==> src/rtl/hzd_pkg.sv <==
package hzd_pkg;

    localparam int REG_AW  = 5;
    localparam int NPROD   = 3;     // stages 3, 4, 5 (index 0 = youngest)
    localparam int NSRC    = 2;
    // producers that cannot hand over load data yet (stages 3 and 4)
    localparam int LOAD_LATE = 2;

    typedef logic [REG_AW-1:0] reg_id_t;

    typedef enum logic [1:0] {
        SEL_RF = 2'd0,
        SEL_S3 = 2'd1,
        SEL_S4 = 2'd2,
        SEL_S5 = 2'd3
    } byp_sel_t;

    typedef struct packed {
        logic    valid;
        logic    wen;
        logic    load;
        reg_id_t rd;
    } prod_t;

    function automatic logic feeds_src(prod_t p, reg_id_t src);
        return p.valid && p.wen && (p.rd != '0) && (p.rd == src);
    endfunction

    function automatic byp_sel_t sel_of_stage(int idx);
        case (idx)
            0:       return SEL_S3;
            1:       return SEL_S4;
            default: return SEL_S5;
        endcase
    endfunction

endpackage

==> src/rtl/opnd_resolve.sv <==
module opnd_resolve
    import hzd_pkg::*;
(
    input  prod_t [NPROD-1:0] prods,
    input  reg_id_t           src,
    output byp_sel_t          sel,
    output logic              load_block
);
    always_comb begin
        sel        = SEL_RF;
        load_block = 1'b0;
        // walk oldest to youngest so the youngest match is left standing
        for (int i = NPROD - 1; i >= 0; i--) begin
            if (feeds_src(prods[i], src)) begin
                sel = sel_of_stage(i);
            end
        end
        for (int i = 0; i < LOAD_LATE; i++) begin
            if (feeds_src(prods[i], src) && prods[i].load) begin
                load_block = 1'b1;
            end
        end
    end
endmodule

==> src/rtl/hazard_ctrl.sv <==
module hazard_ctrl
    import hzd_pkg::*;
(
    input  logic            id_valid,
    input  logic [NSRC-1:0] blk,
    input  logic            br_live,
    output logic            stall,
    output logic            flush
);
    always_comb begin
        flush = br_live;
        stall = id_valid && (|blk) && !br_live;
    end
endmodule

==> src/rtl/hazard_bypass_unit.sv <==
module hazard_bypass_unit
    import hzd_pkg::*;
(
    input  logic        clk,
    input  logic        rst,
    input  logic        id_valid,
    input  logic [4:0]  id_rs1,
    input  logic [4:0]  id_rs2,
    input  logic        s3_valid,
    input  logic        s3_wen,
    input  logic        s3_load,
    input  logic [4:0]  s3_rd,
    input  logic        s3_br_taken,
    input  logic        s4_valid,
    input  logic        s4_wen,
    input  logic        s4_load,
    input  logic [4:0]  s4_rd,
    input  logic        s5_valid,
    input  logic        s5_wen,
    input  logic [4:0]  s5_rd,
    output logic [1:0]  fwd_a,
    output logic [1:0]  fwd_b,
    output logic        stall,
    output logic        flush
);
    prod_t [NPROD-1:0] prods;
    reg_id_t [NSRC-1:0] srcs;
    byp_sel_t sels [NSRC];
    logic [NSRC-1:0] blk;

    assign prods[0] = '{valid: s3_valid, wen: s3_wen, load: s3_load, rd: s3_rd};
    assign prods[1] = '{valid: s4_valid, wen: s4_wen, load: s4_load, rd: s4_rd};
    assign prods[2] = '{valid: s5_valid, wen: s5_wen, load: 1'b0,    rd: s5_rd};
    assign srcs[0]  = id_rs1;
    assign srcs[1]  = id_rs2;

    for (genvar g = 0; g < NSRC; g++) begin : g_opnd
        opnd_resolve u_res (
            .prods      (prods),
            .src        (srcs[g]),
            .sel        (sels[g]),
            .load_block (blk[g])
        );
    end

    hazard_ctrl u_ctrl (
        .id_valid (id_valid),
        .blk      (blk),
        .br_live  (s3_valid && s3_br_taken),
        .stall    (stall),
        .flush    (flush)
    );

    assign fwd_a = sels[0];
    assign fwd_b = sels[1];
endmodule

==> config.mk <==
export PLATFORM = sky130hd
export DESIGN_NAME = hazard_bypass_unit
export DESIGN_NICKNAME = d
export VERILOG_FILES = /design/src/rtl/hzd_pkg.sv /design/src/rtl/opnd_resolve.sv /design/src/rtl/hazard_ctrl.sv /design/src/rtl/hazard_bypass_unit.sv
export SDC_FILE = /design/constraint.sdc
export NUM_CORES = 1
export LEC_CHECK = 0
export BUFFER_PORTS_ARGS = -buffer_cell sky130_fd_sc_hd__buf_4
export CAP_MARGIN = 20
export CORE_AREA = 2 2 39 41
export DETAILED_ROUTE_END_ITERATION = 10
export DIE_AREA = 0 0 41 43
export PLACE_DENSITY_LB_ADDON = 0.08
export SYNTH_ARGS = -nofsm -noshare
export SYNTH_HDL_FRONTEND = slang
export SYNTH_SLANG_ARGS = --single-unit
==> constraint.sdc <==
create_clock -name vclk -period 2.5
set_clock_uncertainty 0.05 [all_clocks]
set_input_delay 0.5 -clock vclk [all_inputs]
set_output_delay 0.5 -clock vclk [all_outputs]
set_load 0.03 [all_outputs]
Word-level counts from Yosys, hierarchy flattened

Cells that the tools add are included.

Register bits: 0
Output and inout port bits: 6
Logic and storage cells: 40

Reduce and logical (&&, ||, !) cells: 24
Multiplexer cells: 10
Equality and inequality tests: 6

Operators with widths:

| cell                | number |
|---|---|
| equality test 5 bit | 6 |
| logical AND 1 bit   | 19 |
| nonzero test 5 bit  | 3 |
| 2-to-1 mux 2 bit    | 6 |
| 2-to-1 mux 1 bit    | 4 |
| OR reduction 2 bit  | 1 |
| zero test 1 bit     | 1 |

Logic depth before layout (Yosys ltp)

Gate-level depths: netlist of the first run.

Depth after elaboration: 9
Gate-level depth with buffers: 5

Cells and area by module

Synthesis of the first run repeated with hierarchy kept, for this count alone.

Cell total of the unflattened synthesis: 71
Area total of the unflattened synthesis: 561.8 µm²

Modules (own cells, without submodules):

| module             | instances | area each (µm²) | seq. area each (µm²) | cells each |
|---|---|---|---|---|
| opnd_resolve       | 2         | 264.0           | 0.0                  | 33 |
| hazard_ctrl        | 1         | 23.8            | 0.0                  | 3 |
| hazard_bypass_unit | 1         | 10.0            | 0.0                  | 2 |

Least setup slack after synthesis of the first run

No wires, ideal clock.

Path kind: input to output
From: input port s4_rd[1]
To: output port stall
Required time: 1.950 ns
Arrival time: 1.867 ns
Path buffers: 0
Slack: 0.083 ns
Cell stages on the path: 5
Cell sequence: xor2_1 > nor3_1 > nand3_1 > and2_1 > o31ai_1

Cells in the longest elaborated chain, start to end: 8
Elaborated cells between the ends (all ways): 13

Ends and longest elaborated chain:

| what                             | line                     | source |
|---|---|---|
| start: declaration               | hazard_bypass_unit.sv:17 | `input logic [4:0] s4_rd,` |
| nonzero test 5 bit               | hzd_pkg.sv:26            | `return p.valid && p.wen && (p.rd != '0) && (p.rd == src);` |
| logical AND 1 bit (2 in a row)   | hzd_pkg.sv:26            |  |
| logical AND 1 bit                | opnd_resolve.sv:19       | `if (feeds_src(prods[i], src) && prods[i].load) begin` |
| 2-to-1 mux 1 bit                 | opnd_resolve.sv:19       |  |
| OR reduction 2 bit *             | hazard_ctrl.sv:12        | `stall = id_valid && (\|blk) && !br_live;` |
| logical AND 1 bit * (2 in a row) | hazard_ctrl.sv:12        |  |
| end: declaration                 | hazard_bypass_unit.sv:23 | `output logic stall,` |

Mark *: on every way between the ends. The rest lies on a longest branch, timed or not.

Final worst setup path of the first run

From: input port s5_rd[1]
To: output port fwd_a[1]

Cells in the longest elaborated chain, start to end: 6
Elaborated cells between the ends (all ways): 7

Ends and longest elaborated chain:

| what                            | line                     | source |
|---|---|---|
| start: declaration              | hazard_bypass_unit.sv:20 | `input logic [4:0] s5_rd,` |
| nonzero test 5 bit              | hzd_pkg.sv:26            |  |
| logical AND 1 bit               | hzd_pkg.sv:26            |  |
| logical AND 1 bit *             | hzd_pkg.sv:26            |  |
| 2-to-1 mux 2 bit * (3 in a row) | opnd_resolve.sv:14       | `if (feeds_src(prods[i], src)) begin` |
| end: declaration                | hazard_bypass_unit.sv:21 | `output logic [1:0] fwd_a,` |

Marks and branches as above.

==> results of run 1 <==
per-layer routing:
metal / vias up / share of wire / track usage / routed length [µm]
met5: - / 0 / 0 / 0
met4: 0 / 0 / 0 / 0
met3: 0 / 0.069 / 0.0105 / 95
met2: 19 / 0.54 / 0.319 / 738
met1: 247 / 0.39 / 0.228 / 542
li1: 310 / - / - / -
stage by stage:
step	instance area, µm²	power, mW
after floorplan	477	0.0563
after global placement	805	0.127
after detailed placement	805	0.129
after CTS	805	0.129
after global routing	805	0.140
final	805	0.128
critical path: stages:
cell and delay, ns:
buf_4 0.12, or3_1 0.38, o311a_1 0.31, nand4_1 0.11, o21ai_1 0.08, and2_1 0.15
buf_4 0.16
layout by cell type (no fill, tap or decap), drive strengths merged:
master	instances
o2111ai	1
or3	2
or4	1
o311a	2
nor2b	1
o21ai	4
nor3	6
xor2	16
nand3	4
nand2	3
xnor2	14
buf	41
o31ai	1
nand4	2
and2	4
nor2	2
o211ai	1
area by class of cell:
cell class / instances / area share
timing repair buffer: 41 / 0.383
multi-input combinational: 64 / 0.593
tap: 16 / 0.0249
kinds of logic (layout without fill, tap and decap cells):
kind of cell,count (synthesis),count (layout),share of synthesized area
compound gates,9,9,0.163
xor+xnor,30,30,0.551
buf+inv,0,41,0
simple gates,25,25,0.286
power breakdown:
part | switching, mW | internal (mW) | total [mW]
clock network | 0 | 0 | 0
logic | 0.0551 | 0.0725 | 0.128
registers | 0 | 0 | 0
total | 0.0551 | 0.0725 | 0.128
worst paths after layout:
path,to,cells after the start,from,slack [ns]
hold / removal,flush,3,s3_br_taken,1.31
setup / recovery,fwd_a[1],7,s5_rd[1],0.14
==> results.md, run 1 <==
* Status: finished clean
* Register area at 0 µm²
* Tcrit/Tclk final at 0.943
* Final Setup Violations at 0
* Avg Cell Area, Syn at around 7.4 µm²
* Largest cells by area after synthesis: xor2_1 29%, xnor2_1 26%, nor3_1 6.3%
* RSZ-0062 raised after global routing: false
* Total wire length at roughly 1.4 mm
* Core Footprint at approximately 0.0014 mm²
* Number of I/O pins at 43
* 1st-pass router iterations at 2
* Die X-Extent at ~40 µm
* Layout fillers at between 150 and 200
* Number of global-route vias before repair at ~540
* WP data arrival at ~1.8 ns
* Min Hold Slack at around 1.3 ns
* Share of the synthesized area in the top cell type at 0.294
* First-pass GRT wire length at between 2 and 2.5 mm
* Startpoint types: primary input
* Yosys Warn Count at 0
* Post-route ant nets at 0
* Routability cong. at 0.823
* Die Ht at between 40 and 50 µm
* Nets at roughly 140
* Leakage at 0.352 nW
* Pin count of the biggest net entering global routing at 6
* Post-Place Setup Slack at between 0.1 and 0.15 ns
* Remaining global-route overflow at 0
* Initial antenna violation count at 0
* Seq/Total Area, Yosys at 0
* Final Hold Viols at 0
* Average routed wire per standard cell at 11.4 µm
* Rows at 14
* Cts hold-fix bufs at 0
* Crit-path max FO at 3
* Final Max Tran Viols at 0
* Critical setup path kind: primary input to primary output
* Post-synthesis cell count at 64
* Layout cells sized above 1 at 0.410
* Layout area overhead at 68.8%
* Commonest cells post-synth: 16 x xor2_1, 14 x xnor2_1, 6 x nor3_1
* Fin Setup TNS at 0 ns
* Gr usage total at 0.176
* Placed Cells incl. Taps at approximately 120
* Fmax at between 400 and 500 MHz
* HP Class: primary input to primary output
* Count leader, synth: xor2_1
* Cell variety after synth at 17
* Power density of the placed cells at 159 mW/mm²
* Final worst setup slack at 0.143 ns
* Mapped Area at roughly 480 µm²
* CP Data Required Time at about 2 ns
* Resized cells post-CTS at 0
* Layout Cells excl Fill at between 100 and 150
* Max_cap viols at 0
* Worst IR Drop VDD at between 0.00006 and 0.00007 V
* DRC at 0
* Vias at around 580
* Diode count at 0
* Clock period minus worst slack at roughly 2.4 ns
* Vias per cell at between 4 and 5
* Rel. slew slack at 0.800
* Worst Tran Pin Value at between 0.2 and 0.3 ns
* # clk buffers at 0
* Hpwl dp at ~1.3 mm
* Postcts setup bufs at 0
* Num sequential at 0
* Area of the multi-input gates at 477 µm²
* IO buf count at a little over 40
* Cell taking the most area after synthesis: xor2_1
* Syn nets at 101
* Die area at between 0.0015 and 0.002 mm²
* Post-layout util at 0.581
* Worst setup EP type: primary output
* Number of DRC markers in iteration 0 at 2
* Starting Density at 0.344
Power figures use the tool's default switching activity.
==> run 2, diff against run 1 <==
--- a/config.mk
+++ b/config.mk
@@ -5,11 +5,13 @@
 export SDC_FILE = /design/constraint.sdc
 export NUM_CORES = 1
 export LEC_CHECK = 0
-export BUFFER_PORTS_ARGS = -buffer_cell sky130_fd_sc_hd__buf_4
 export CAP_MARGIN = 20
-export CORE_AREA = 2 2 39 41
+export CELL_PAD_IN_SITES_DETAIL_PLACEMENT = 1
+export CELL_PAD_IN_SITES_GLOBAL_PLACEMENT = 2
+export CORE_MARGIN = 2
+export CORE_UTILIZATION = 35
 export DETAILED_ROUTE_END_ITERATION = 10
-export DIE_AREA = 0 0 41 43
+export DONT_BUFFER_PORTS = 1
 export PLACE_DENSITY_LB_ADDON = 0.08
 export SYNTH_ARGS = -nofsm -noshare
 export SYNTH_HDL_FRONTEND = slang
==> run 2 against run 1 <==
Effect of this change: largest power group unchanged; largest cell class unchanged; via count shrank 23%; critical path depth shrank 2; setup slack better by 0.19 ns; critical endpoint is now fwd_b[1]; first-iteration DRC count up 100%; final area decreased by 36%; global-route usage is 1.7 points lower.
==> results.md, run 2 (synthesis gave the netlist of run 1 again) <==
* Core Footprint at 0.00128 mm² (-7.1%)
* Diode count at 0 (unchanged)
* Leading cell type in the layout, fill and taps excluded: xor2_1
* Tcrit/Tclk final at 0.866 (-0.0764)
* Nets at 106 (-26%)
* Die Ht at 40.9 µm (-4.9%)
* Post-route ant nets at 0 (unchanged)
* Gr usage total at 0.158 (-0.0173)
* Worst setup EP type: primary output
* Resized cells post-CTS at 0 (unchanged)
* Final Max Tran Viols at 0 (unchanged)
* Final Setup Violations at 0 (unchanged)
* Clock period minus worst slack at 2.17 ns (-0.191 ns)
* Worst IR Drop VDD at 0.0000447 V (-36%)
* HP Class: primary input to primary output
* Vias at 446 (-23%)
* Fmax at 462 MHz (+8.8%)
* Starting Density at 0.371 (+0.0265)
* Routability cong. at 0.708 (-14%)
* Min Hold Slack at 1.18 ns (-0.130 ns)
* Die X-Extent at 40.9 µm (-0.23%)
* Num sequential at 0 (unchanged)
* 1st-pass router iterations at 4 (+2)
* First-pass GRT wire length at 1.79 mm (-20%)
* Clock network fraction of design power at 0 (unchanged)
* Register area at 0 µm² (unchanged)
* Critical setup path kind: primary input to primary output
* Switching fraction of total power at 0.419 (-0.0126)
* Rel. slew slack at 0.783 (-0.0169)
* Total wire length at 1.29 mm (-6.4%)
* Final worst setup slack at 0.334 ns (+0.191 ns)
* Hpwl dp at 1.23 mm (-5.9%)
* Leakage at 0.167 nW (-52%)
* Fin Setup TNS at 0 ns (unchanged)
* Comb pwr share at 1.000 (about the same)
* Layout fillers at 167 (+5.7%)
* Worst Tran Pin Value at 0.325 ns (+0.0276 ns)
* Cts hold-fix bufs at 0 (unchanged)
* CP Data Required Time at 1.95 ns (about the same)
* IO buf count at 0 (-100%)
* Crit-path max cell delay at 0.36 ns (-0.02 ns)
* Post-Place Setup Slack at 0.324 ns (+0.191 ns)
* Average routed wire per standard cell at 15.7 µm (+38%)
* RSZ-0062 raised after global routing: false
* Crit path cell chain: or3_1, o311a_1, nand4_1, o21ai_0, and2_1
* Number of I/O pins at 43 (unchanged)
* Max_cap viols at 0 (unchanged)
* Startpoint types: primary input
* Vias per cell at 5.44 (+14%)
* DRC at 0 (unchanged)
* # clk buffers at 0 (unchanged)
* Post-layout util at 0.403 (-0.178)
* Remaining global-route overflow at 0 (unchanged)
* P_sw at 0.0266 mW (-52%)
* Postcts setup bufs at 0 (unchanged)
* Seq pwr share at 0 (unchanged)
* Power Total at 0.0634 mW (-50%)
* Commonest cells after routing, fill and taps aside: 16 x xor2_1, 14 x xnor2_1, 6 x nor3_1, 4 x nand3_1, 4 x and2_1
* Power density of the placed cells at 122 mW/mm² (-23%)
* Crit-path max FO at 3 (unchanged)
* Number of global-route vias before repair at 437 (-20%)
* P_int at 0.0368 mW (-49%)
* Rows at 13 (-1)
* Number of DRC markers in iteration 0 at 4 (+2)
* Pin count of the biggest net entering global routing at 6 (unchanged)
* WP data arrival at 1.62 ns (-0.19 ns)
* Die area at 0.00167 mm² (-5.1%)
* Layout area overhead at 8.66%
* Status: finished clean
* Slowest cell on crit path: or3_1
* Layout cells sized above 1 at 0.0746 (-0.335)
* Initial antenna violation count at 0 (unchanged)
* Final Hold Viols at 0 (unchanged)
[run 2: cell count changes in the layout (fill, tap and decap cells not counted)]
cell,delta
buf_4,-38
[run 2: final timing paths]
path | startpoint | endpoint | slack (ns) | depth (start not counted)
worst max-delay path | s5_rd[1] | fwd_b[1] | 0.33 | 5
worst min-delay path | s3_br_taken | flush | 1.18 | 1
[run 2: stage by stage]
stage               instance area, µm²  cells
detailed placement                 518     82
floorplan                          477     64
CTS                                518     82
finish                             518     82
global route                       518     82
global placement                   518     82
[run 2: worst max-delay path: cells and delay by family]
kind | cells | cell delay (ns)
AO/OA/AOI/OAI | 2 | 0.39
AND/OR/NAND/NOR | 3 | 0.72
[run 2: cell type report]
cell class	count	area, µm²	share of cell area
Multi-Input combinational cell	64	477	0.920
Tap cell	15	18.8	0.0362
Timing Repair Buffer	3	22.5	0.0435
[run 2: power groups by stage]
stage               logic [mW]  registers, mW  clock network (mW)
floorplan               0.0563              0                   0
global route            0.0708              0                   0
detailed placement      0.0636              0                   0
global placement        0.0634              0                   0
CTS                     0.0641              0                   0
finish                  0.0634              0                   0
[run 2: routing by layer]
layer,GRT usage,part of all wire,vias up
li1,-,-,234
met1,0.189,0.39,191
met2,0.301,0.50,21
met3,0.0326,0.11,0
met4,0,0,0
met5,0,0,-
